[config.mk]
export PLATFORM = sky130hd
export DESIGN_NAME = srp_initiator
export DESIGN_NICKNAME = d
export VERILOG_FILES = /design/src/rtl/srp_pkg.sv /design/src/rtl/srp_window_clamp.sv /design/src/rtl/srp_tick_timer.sv /design/src/rtl/srp_se0_qual.sv /design/src/rtl/srp_initiator.sv
export SDC_FILE = /design/constraint.sdc
export NUM_CORES = 1
export LEC_CHECK = 0
export ABC_CLOCK_PERIOD_IN_PS = 5750
export CAP_MARGIN = 10
export CELL_PAD_IN_SITES_DETAIL_PLACEMENT = 0
export CELL_PAD_IN_SITES_GLOBAL_PLACEMENT = 1
export CORE_MARGIN = 2
export CORE_UTILIZATION = 46
export CTS_BUF_LIST = sky130_fd_sc_hd__clkbuf_4 sky130_fd_sc_hd__clkbuf_8
export CTS_CLUSTER_SIZE = 14
export DETAILED_ROUTE_END_ITERATION = 8
export PLACE_DENSITY_LB_ADDON = 0.2
export SLEW_MARGIN = 0
export SYNTH_ARGS = -nofsm -noshare
export SYNTH_HDL_FRONTEND = slang
export SYNTH_SLANG_ARGS = --single-unit
[constraint.sdc]
create_clock -name clk -period 5.75 [get_ports clk]
set_input_delay 1.4375 -clock clk [delete_from_list [all_inputs] [get_ports clk]]
set_output_delay 1.4375 -clock clk [all_outputs]
set_load 0.005 [all_outputs]
[src/rtl/srp_pkg.sv]
package srp_pkg;
  typedef enum logic [1:0] {
    ST_IDLE  = 2'd0,
    ST_LINE  = 2'd1,
    ST_CHRG  = 2'd2,
    ST_DRAIN = 2'd3
  } srp_state_t;
endpackage

[src/rtl/srp_window_clamp.sv]
module srp_window_clamp #(
  parameter int W  = 8,
  parameter int LO = 5,
  parameter int HI = 10
) (
  input  logic [W-1:0] raw,
  output logic [W-1:0] val
);
  localparam logic [W-1:0] LO_V = W'(LO);
  localparam logic [W-1:0] HI_V = W'(HI);

  always_comb begin
    if (raw < LO_V)      val = LO_V;
    else if (raw > HI_V) val = HI_V;
    else                 val = raw;
  end
endmodule

[src/rtl/srp_tick_timer.sv]
module srp_tick_timer #(
  parameter int W = 8
) (
  input  logic         clk,
  input  logic         rst_n,
  input  logic         clr,
  input  logic         en,
  input  logic [W-1:0] limit,
  output logic         hit
);
  logic [W-1:0] cnt_q, cnt_d, cnt_inc;

  assign cnt_inc = cnt_q + {{(W-1){1'b0}}, 1'b1};
  assign hit     = en && (cnt_inc == limit);

  always_comb begin
    cnt_d = cnt_q;
    if (clr)     cnt_d = '0;
    else if (en) cnt_d = cnt_inc;
  end

  always_ff @(posedge clk or negedge rst_n) begin
    if (!rst_n) cnt_q <= '0;
    else        cnt_q <= cnt_d;
  end
endmodule

[src/rtl/srp_se0_qual.sv]
module srp_se0_qual #(
  parameter int MIN_MS = 2
) (
  input  logic clk,
  input  logic rst_n,
  input  logic se0,
  input  logic ms_tick,
  output logic ok
);
  localparam int QW = $clog2(MIN_MS + 1);
  localparam logic [QW-1:0] TOP = QW'(MIN_MS);

  logic [QW-1:0] cnt_q, cnt_d;

  assign ok = se0 && (cnt_q == TOP);

  always_comb begin
    cnt_d = cnt_q;
    if (!se0)                         cnt_d = '0;
    else if (ms_tick && cnt_q != TOP) cnt_d = cnt_q + {{(QW-1){1'b0}}, 1'b1};
  end

  always_ff @(posedge clk or negedge rst_n) begin
    if (!rst_n) cnt_q <= '0;
    else        cnt_q <= cnt_d;
  end
endmodule

[src/rtl/srp_initiator.sv]
module srp_initiator
  import srp_pkg::*;
#(
  parameter int CNT_W       = 8,
  parameter int LINE_MIN    = 5,
  parameter int LINE_MAX    = 10,
  parameter int CHRG_MIN    = 10,
  parameter int CHRG_MAX    = 20,
  parameter int DRAIN_MS    = 30,
  parameter int DEADLINE_MS = 100,
  parameter int SE0_MIN_MS  = 2
) (
  input  logic             clk,
  input  logic             rst_n,
  input  logic             ms_tick,
  input  logic             start,
  input  logic             abort,
  input  logic             id_b,
  input  logic             sess_end,
  input  logic             se0,
  input  logic             drain_sel,
  input  logic [CNT_W-1:0] line_ms,
  input  logic [CNT_W-1:0] chrg_ms,
  output logic             line_en,
  output logic             chrg_en,
  output logic             drain_en,
  output logic             busy,
  output logic             done,
  output logic             err
);
  localparam int ELW = $clog2(DEADLINE_MS + 1);
  localparam logic [ELW-1:0]   DL_V    = ELW'(DEADLINE_MS);
  localparam logic [CNT_W-1:0] DRAIN_V = CNT_W'(DRAIN_MS);

  srp_state_t       st_q, st_d;
  logic [CNT_W-1:0] line_len_q, chrg_len_q, line_cl, chrg_cl, ph_limit;
  logic             drain_q, se0_ok, pre_ok, accept;
  logic             ph_clr, ph_hit, el_hit, done_d, err_d;

  srp_window_clamp #(.W(CNT_W), .LO(LINE_MIN), .HI(LINE_MAX)) u_line_cl (
    .raw(line_ms), .val(line_cl));
  srp_window_clamp #(.W(CNT_W), .LO(CHRG_MIN), .HI(CHRG_MAX)) u_chrg_cl (
    .raw(chrg_ms), .val(chrg_cl));

  srp_se0_qual #(.MIN_MS(SE0_MIN_MS)) u_se0 (
    .clk(clk), .rst_n(rst_n), .se0(se0), .ms_tick(ms_tick), .ok(se0_ok));

  assign pre_ok = id_b && sess_end && se0_ok;
  assign accept = (st_q == ST_IDLE) && start && pre_ok;

  always_comb begin
    case (st_q)
      ST_LINE: ph_limit = line_len_q;
      ST_CHRG: ph_limit = chrg_len_q;
      default: ph_limit = DRAIN_V;
    endcase
  end

  srp_tick_timer #(.W(CNT_W)) u_phase (
    .clk(clk), .rst_n(rst_n), .clr(ph_clr),
    .en(ms_tick && (st_q != ST_IDLE)), .limit(ph_limit), .hit(ph_hit));

  srp_tick_timer #(.W(ELW)) u_elapsed (
    .clk(clk), .rst_n(rst_n), .clr(accept),
    .en(ms_tick && (st_q == ST_LINE || st_q == ST_CHRG)),
    .limit(DL_V), .hit(el_hit));

  always_comb begin
    st_d   = st_q;
    ph_clr = 1'b0;
    done_d = 1'b0;
    err_d  = 1'b0;
    case (st_q)
      ST_IDLE: begin
        if (start) begin
          if (pre_ok) begin
            st_d   = ST_LINE;
            ph_clr = 1'b1;
          end else begin
            err_d = 1'b1;
          end
        end
      end
      ST_LINE: begin
        if (abort || el_hit) begin
          st_d  = ST_IDLE;
          err_d = 1'b1;
        end else if (ph_hit) begin
          st_d   = ST_CHRG;
          ph_clr = 1'b1;
        end
      end
      ST_CHRG: begin
        if (abort) begin
          st_d  = ST_IDLE;
          err_d = 1'b1;
        end else if (ph_hit) begin
          ph_clr = 1'b1;
          if (drain_q) begin
            st_d = ST_DRAIN;
          end else begin
            st_d   = ST_IDLE;
            done_d = 1'b1;
          end
        end else if (el_hit) begin
          st_d  = ST_IDLE;
          err_d = 1'b1;
        end
      end
      default: begin
        if (abort) begin
          st_d  = ST_IDLE;
          err_d = 1'b1;
        end else if (ph_hit) begin
          st_d   = ST_IDLE;
          done_d = 1'b1;
        end
      end
    endcase
  end

  always_ff @(posedge clk or negedge rst_n) begin
    if (!rst_n) begin
      st_q <= ST_IDLE;
      done <= 1'b0;
      err  <= 1'b0;
    end else begin
      st_q <= st_d;
      done <= done_d;
      err  <= err_d;
    end
  end

  always_ff @(posedge clk or negedge rst_n) begin
    if (!rst_n) begin
      line_len_q <= '0;
      chrg_len_q <= '0;
      drain_q    <= 1'b0;
    end else if (accept) begin
      line_len_q <= line_cl;
      chrg_len_q <= chrg_cl;
      drain_q    <= drain_sel;
    end
  end

  assign line_en  = (st_q == ST_LINE);
  assign chrg_en  = (st_q == ST_CHRG);
  assign drain_en = (st_q == ST_DRAIN);
  assign busy     = (st_q != ST_IDLE);
endmodule

== Word level (Yosys, flattened, before mapping) ==
Index checks and enable logic that the tools add are counted.
Word-level totals
  register bits: 38
  bits in latches: 0
  bits in writable memories: 0
  bits in read-only memories: 0
  word-level logic and storage cells: 87
  memories kept: 0
Operators by class
  $add $sub $neg: 3
  multipliers: 0
  div/mod/pow operators: 0
  $lt $le $gt $ge: 4
  equal/unequal tests: 12
  shifts and indexed selects: 0
  muxes and demuxes: 40
  bitwise operators: 0
  reduce and logical (&&, ||, !) cells: 19
Operator list (number)
  $mux 8: 6
  $mux 2: 12
  $pmux 8 s2: 1
  $mux 1: 15
  $mux 7: 2
  $logic_and 1x1->1: 10
  $add 8x1->8 const B: 1
  $eq 8x8->1: 1
  $gt 8x4->1 const B: 1
  $gt 8x5->1 const B: 1
  $lt 8x3->1 const B: 1
  $lt 8x4->1 const B: 1
  $add 7x1->7 const B: 1
  $eq 7x7->1 const B: 1
  $eq 2x2->1 const B: 3
  $ne 2x2->1 const B: 3
  $pmux 1 s3: 2
  $pmux 2 s3: 1
  $reduce_bool 2->1: 3
  $reduce_and 5->1: 1
  $reduce_bool 5->1: 1
  $ne 4x2->1 const B: 1
  $ne 3x1->1 const B: 1
  $add 2x1->2 const B: 1
  other kinds (6): 7

== Longest topological paths before layout ==
  depth in word-level cells: 8
  depth in mapped cells: 10
  gate-level depth less buffers: 9

== By module ==
From an unflattened synthesis, not the netlist that was laid out.
Unflattened totals
  cells, all modules: 262
  area total of the unflattened synthesis: 2592.5 µm²
By module, submodules not included
  srp_initiator: instances 1, cells an instance 97, area an instance 1164.9 µm²
  srp_tick_timer at u_phase: instances 1, cells an instance 65, area an instance 593.1 µm²
  srp_tick_timer at u_elapsed: instances 1, cells an instance 54, area an instance 506.7 µm²
  srp_se0_qual: instances 1, cells an instance 11, area an instance 121.4 µm²
  srp_window_clamp at u_chrg_cl: instances 1, cells an instance 19, area an instance 107.6 µm²
  srp_window_clamp at u_line_cl: instances 1, cells an instance 16, area an instance 98.8 µm²

== Least setup slack after synthesis ==
No wires, ideal clock.
  path kind: input -> register
  from: input ms_tick
  to: register u_phase.cnt_q[2]
  library setup time: 0.080 ns
  arrival time: 2.625 ns
  data required time: 5.670 ns
  slack: 3.045 ns
  stages on the path: 6
  buffers on the path: 0
  cells stage by stage: nand2_1 nor4b_1 a41oi_1 a21oi_1 o31ai_4 nor3_2
On the way
  word-level cells in the longest chain between the ends: 6
  elaborated cells between the ends (all ways): 11
  those cells by class: 5 x mux; 6 x reduce/logical
RTL lines
  start, declared: RTL line srp_initiator.sv:15  | input logic ms_tick,
  $logic_and 1x1->1 (on tied branches): RTL line srp_initiator.sv:61, srp_initiator.sv:65
  $logic_and 1x1->1: RTL line srp_tick_timer.sv:14  | assign hit = en && (cnt_inc == limit);
  $mux 1 or $logic_or 1x1->1 (tied branches): RTL line srp_initiator.sv:88, srp_initiator.sv:97, srp_initiator.sv:85
  $mux 1 (on tied branches): RTL line srp_initiator.sv:94, srp_initiator.sv:85
  $pmux 1 s3: RTL line srp_initiator.sv:73  | case (st_q)
  $mux 8 or $reduce_bool 2->1 (tied branches)
  end signal, assigned: RTL line srp_tick_timer.sv:24  | else cnt_q <= cnt_d;
  end, declared: RTL line srp_tick_timer.sv:11  | logic [W-1:0] cnt_q, cnt_d, cnt_inc;
Parallel ways exist; a longest one is shown, timed or not.
A chain may end at the register's enable or synchronous reset.

== Final worst setup path ==
  from: register st_q[0]
  to: output chrg_en
On the way
  word-level cells in the longest chain between the ends: 1
RTL lines
  start, declared: RTL line srp_initiator.sv:35  | srp_state_t st_q, st_d;
  start signal, assigned: RTL line srp_initiator.sv:128  | st_q <= st_d;
  $eq 2x2->1: RTL line srp_initiator.sv:147  | assign chrg_en = (st_q == ST_CHRG);
  end, declared: RTL line srp_initiator.sv:25  | output logic chrg_en,
Every way passes these cells.

==> summary.txt <==
Yosys
  • Number of synthesized flops with an enable pin: 0
  • Syn. warnings: 0
  • Seq/Total Area, Yosys: 42.3%
  • Cells after synthesis: 248
  • Top FF cell, synth: dfrtp_1
  • Post-synth ARST share: 100%
  • Number of library cell types mapped by synthesis: 47
  • Synthesized area: 0.00225 sq mm
  • Synth Register Bits: 38
  • Mapped Nets: 281
  • Avg Inst Size Synth: 9.06 sq um

Layout
  • Area grow syn2layout: 20.8%
  • Diode count: 0
  • Fill cells: 423
  • Final Cell Area: 0.00271 sq mm
  • Layout cells sized above 1: 6.43%
  • Nets: 312

Power and ir drop
  • Clock share of power: 27.4%
  • Worst IR Drop VDD: 0.155 mV
  • Logic pwr share: 28.2%
  • Sequential power share: 44.3%
  • Psw: 0.000247 W
  • Sw frac: 31.8%
  • Power density over the cells: 286 mW/mm^2
  • Pleak: 1.14 nW
  • Internal Power: 0.000529 W

Timing
  • Final min period: 3400 ps
  • Skew final: 8.39 ps
  • Slew headroom: 43.6%
  • Endpoints failing hold: 0
  • Final setup violation count: 0
  • Fmax: 294 MHz
  • Tightest Pin Transition: 847 ps
  • RSZ-0062 raised after global routing: false
  • Post-route clock period utilization: 59.1%
  • Final Max Slew Viols: 0
  • Final TNS setup: 0 ps

Floorplanning
  • Boundary pin count: 31
  • Starting Density: 47.5%
  • Overall die height: 73.9 um
  • Die area: 0.00546 sq mm
  • Die Span X: 73.9 um
  • Total core area: 0.00472 sq mm
  • Rows: 25

Clock network
  • CTS root buf: clkbuf_8
  • H-tree depth: 2
  • Setup bufs post-CTS: 0
  • Clk_lat worst skew: 290 ps
  • CTS Hold Bufs: 0
  • Number of buffers created by CTS: 5
  • CTS tree: done
  • Sink Count: 38
  • Post-CTS Resized: 0
  • Clock-pin transition on the worst setup and hold timing paths: 80 ps
  • Clock tree buffer depth: 2

Global route
  • Largest net degree at the start of global routing: 39
  • Vias in the first global route: 1737
  • Global-route wire length before repair: 8180 um
  • Total global-route track usage: 19.8%
  • Initial antenna violation count: 0
  • Overflow after GRT: 0

Routing
  • Post-Route WL: 4760 um
  • Drt via density: 5.39
  • Avg WL per Cell: 13.7 um
  • Via Count: 1869
  • DRC: 0
  • DRT Pass-1 Iters: 4
  • Post-DRT Antenna Nets: 0
  • Initial drt markers: 102

Hold path
  • Hold WC Path Type: flop to flop

Place
  • Port bufs: 30
  • Dpl cell area: 0.00260 sq mm
  • Detailed Place HPWL: 3590 um
  • GP Congestion: 0.837

Setup path
  • Critical path type: flop to output port
  • Worst Path Arrival: 1960 ps
  • Critical Path Source Type: flop
  • CP Max Fanout: 14
  • Worst path required time: 4310 ps
  • CP endpoint kind: output port

Flow run
  • Max-Cap Viols: 0

Run status
  • Status: completed
## area by class of cell
class	count	area [sq um]	share of cell area, %
clock buffers	8	110	4.06
repair buffers	31	303	11.2
inverters	11	41.3	1.52
well taps	67	83.8	3.09
multi-input cells	192	1220	45.1
flip-flops and latches	38	951	35.1
## power by group through the flow
stage	clock, W	sequential [W]	combinational [W]
final	0.000213	0.000344	0.000219
after detailed placement	0	0.000349	0.000218
after CTS	0.000219	0.000344	0.000221
after global placement	0	0.000349	0.000217
after floorplan	0	0.000340	0.000150
after global routing	0.000230	0.000351	0.000246
## synthesized netlist by cell type (4+ instances only)
master    number  area [sq um]
nor2_1        30           113
nor2b_1        9          56.3
clkbuf_1       4          15.0
o21ai_0       11          55.1
a22oi_1        4          30.0
o21a_1         4          30.0
nor3_1         7          35.0
ha_1           8           100
inv_1          9          33.8
nand2_1       24          90.1
a21oi_1       14          70.1
xor2_1        10          87.6
nand3_1        9          45.0
or3_1          6          37.5
xnor2_1       13           114
dfrtp_1       38           951
a221oi_1       4          35.0
## stage by stage
stage               hold WS [ps]  setup slack [ps]  util [%]  total power (W)  std cells
global placement             460              2250      55.1         0.000566        339
CTS                          482              2360      57.4         0.000784        347
detailed placement           465              2140      55.1         0.000568        339
global route                 519              2270      57.4         0.000827        347
floorplan                    444              3040         -         0.000490        248
finish                       478              2350      57.4         0.000777        347
## critical path, cell delays in order, from the launching register on
cell             delay [ps]
dfrtp_1                 420
inv_1                    90
ha_1                    530
clkdlybuf4s50_1         620
## path summary, 6_finish.rpt
path | slack [ps] | depth (start not counted) | end | from
min | 480 | 2 | chrg_len_q[0] | chrg_len_q[0]
max reg2reg | 2850 | 9 | u_phase.cnt_q[3] | st_q[0]
max in group asynchronous | 3960 | 1 | chrg_len_q[0] | rst_n
max | 2350 | 3 | chrg_en | st_q[0]
min in group asynchronous | 1250 | 1 | u_elapsed.cnt_q[2] | rst_n
min reg2reg | 480 | 2 | chrg_len_q[0] | chrg_len_q[0]
## cells by family after synthesis
family	Yosys count	synth area share (%)
AND/OR/NAND/NOR	99	21.3
AO/OA/AOI/OAI	60	18.6
flip-flops	38	42.3
XOR/XNOR	23	8.97
buffers and inverters	18	3.40
adder cells (fa/ha/maj)	10	5.35
## registers in the layout, indices dropped and copies added (netlist names)
name             flops
chrg_len_q           8
done                 1
drain_q              1
err                  1
line_len_q           8
st_q                 2
u_elapsed.cnt_q      7
u_phase.cnt_q        8
u_se0.cnt_q          2
## layout by cell type, fill, tap and decap left out, types with 8 or more instances in the layout
master,n
dfrtp_1,38
nor2_1,30
clkdlybuf4s50_1,29
nand2_1,24
a21oi_1,14
xnor2_1,13
o21ai_0,11
xor2_1,10
inv_1,9
nand3_1,9
nor2b_1,9
ha_1,8
clkbuf_8,8
## metal layers
metal / vias up / GRT usage [%] / share of wire, %
li1: 931 / - / -
met1: 879 / 28.3 / 49
met2: 53 / 29.7 / 45
met3: 6 / 4.12 / 5.4
met4: 0 / 6.87 / 1.3
met5: - / 0 / 0
Power figures use the tool's default switching activity.
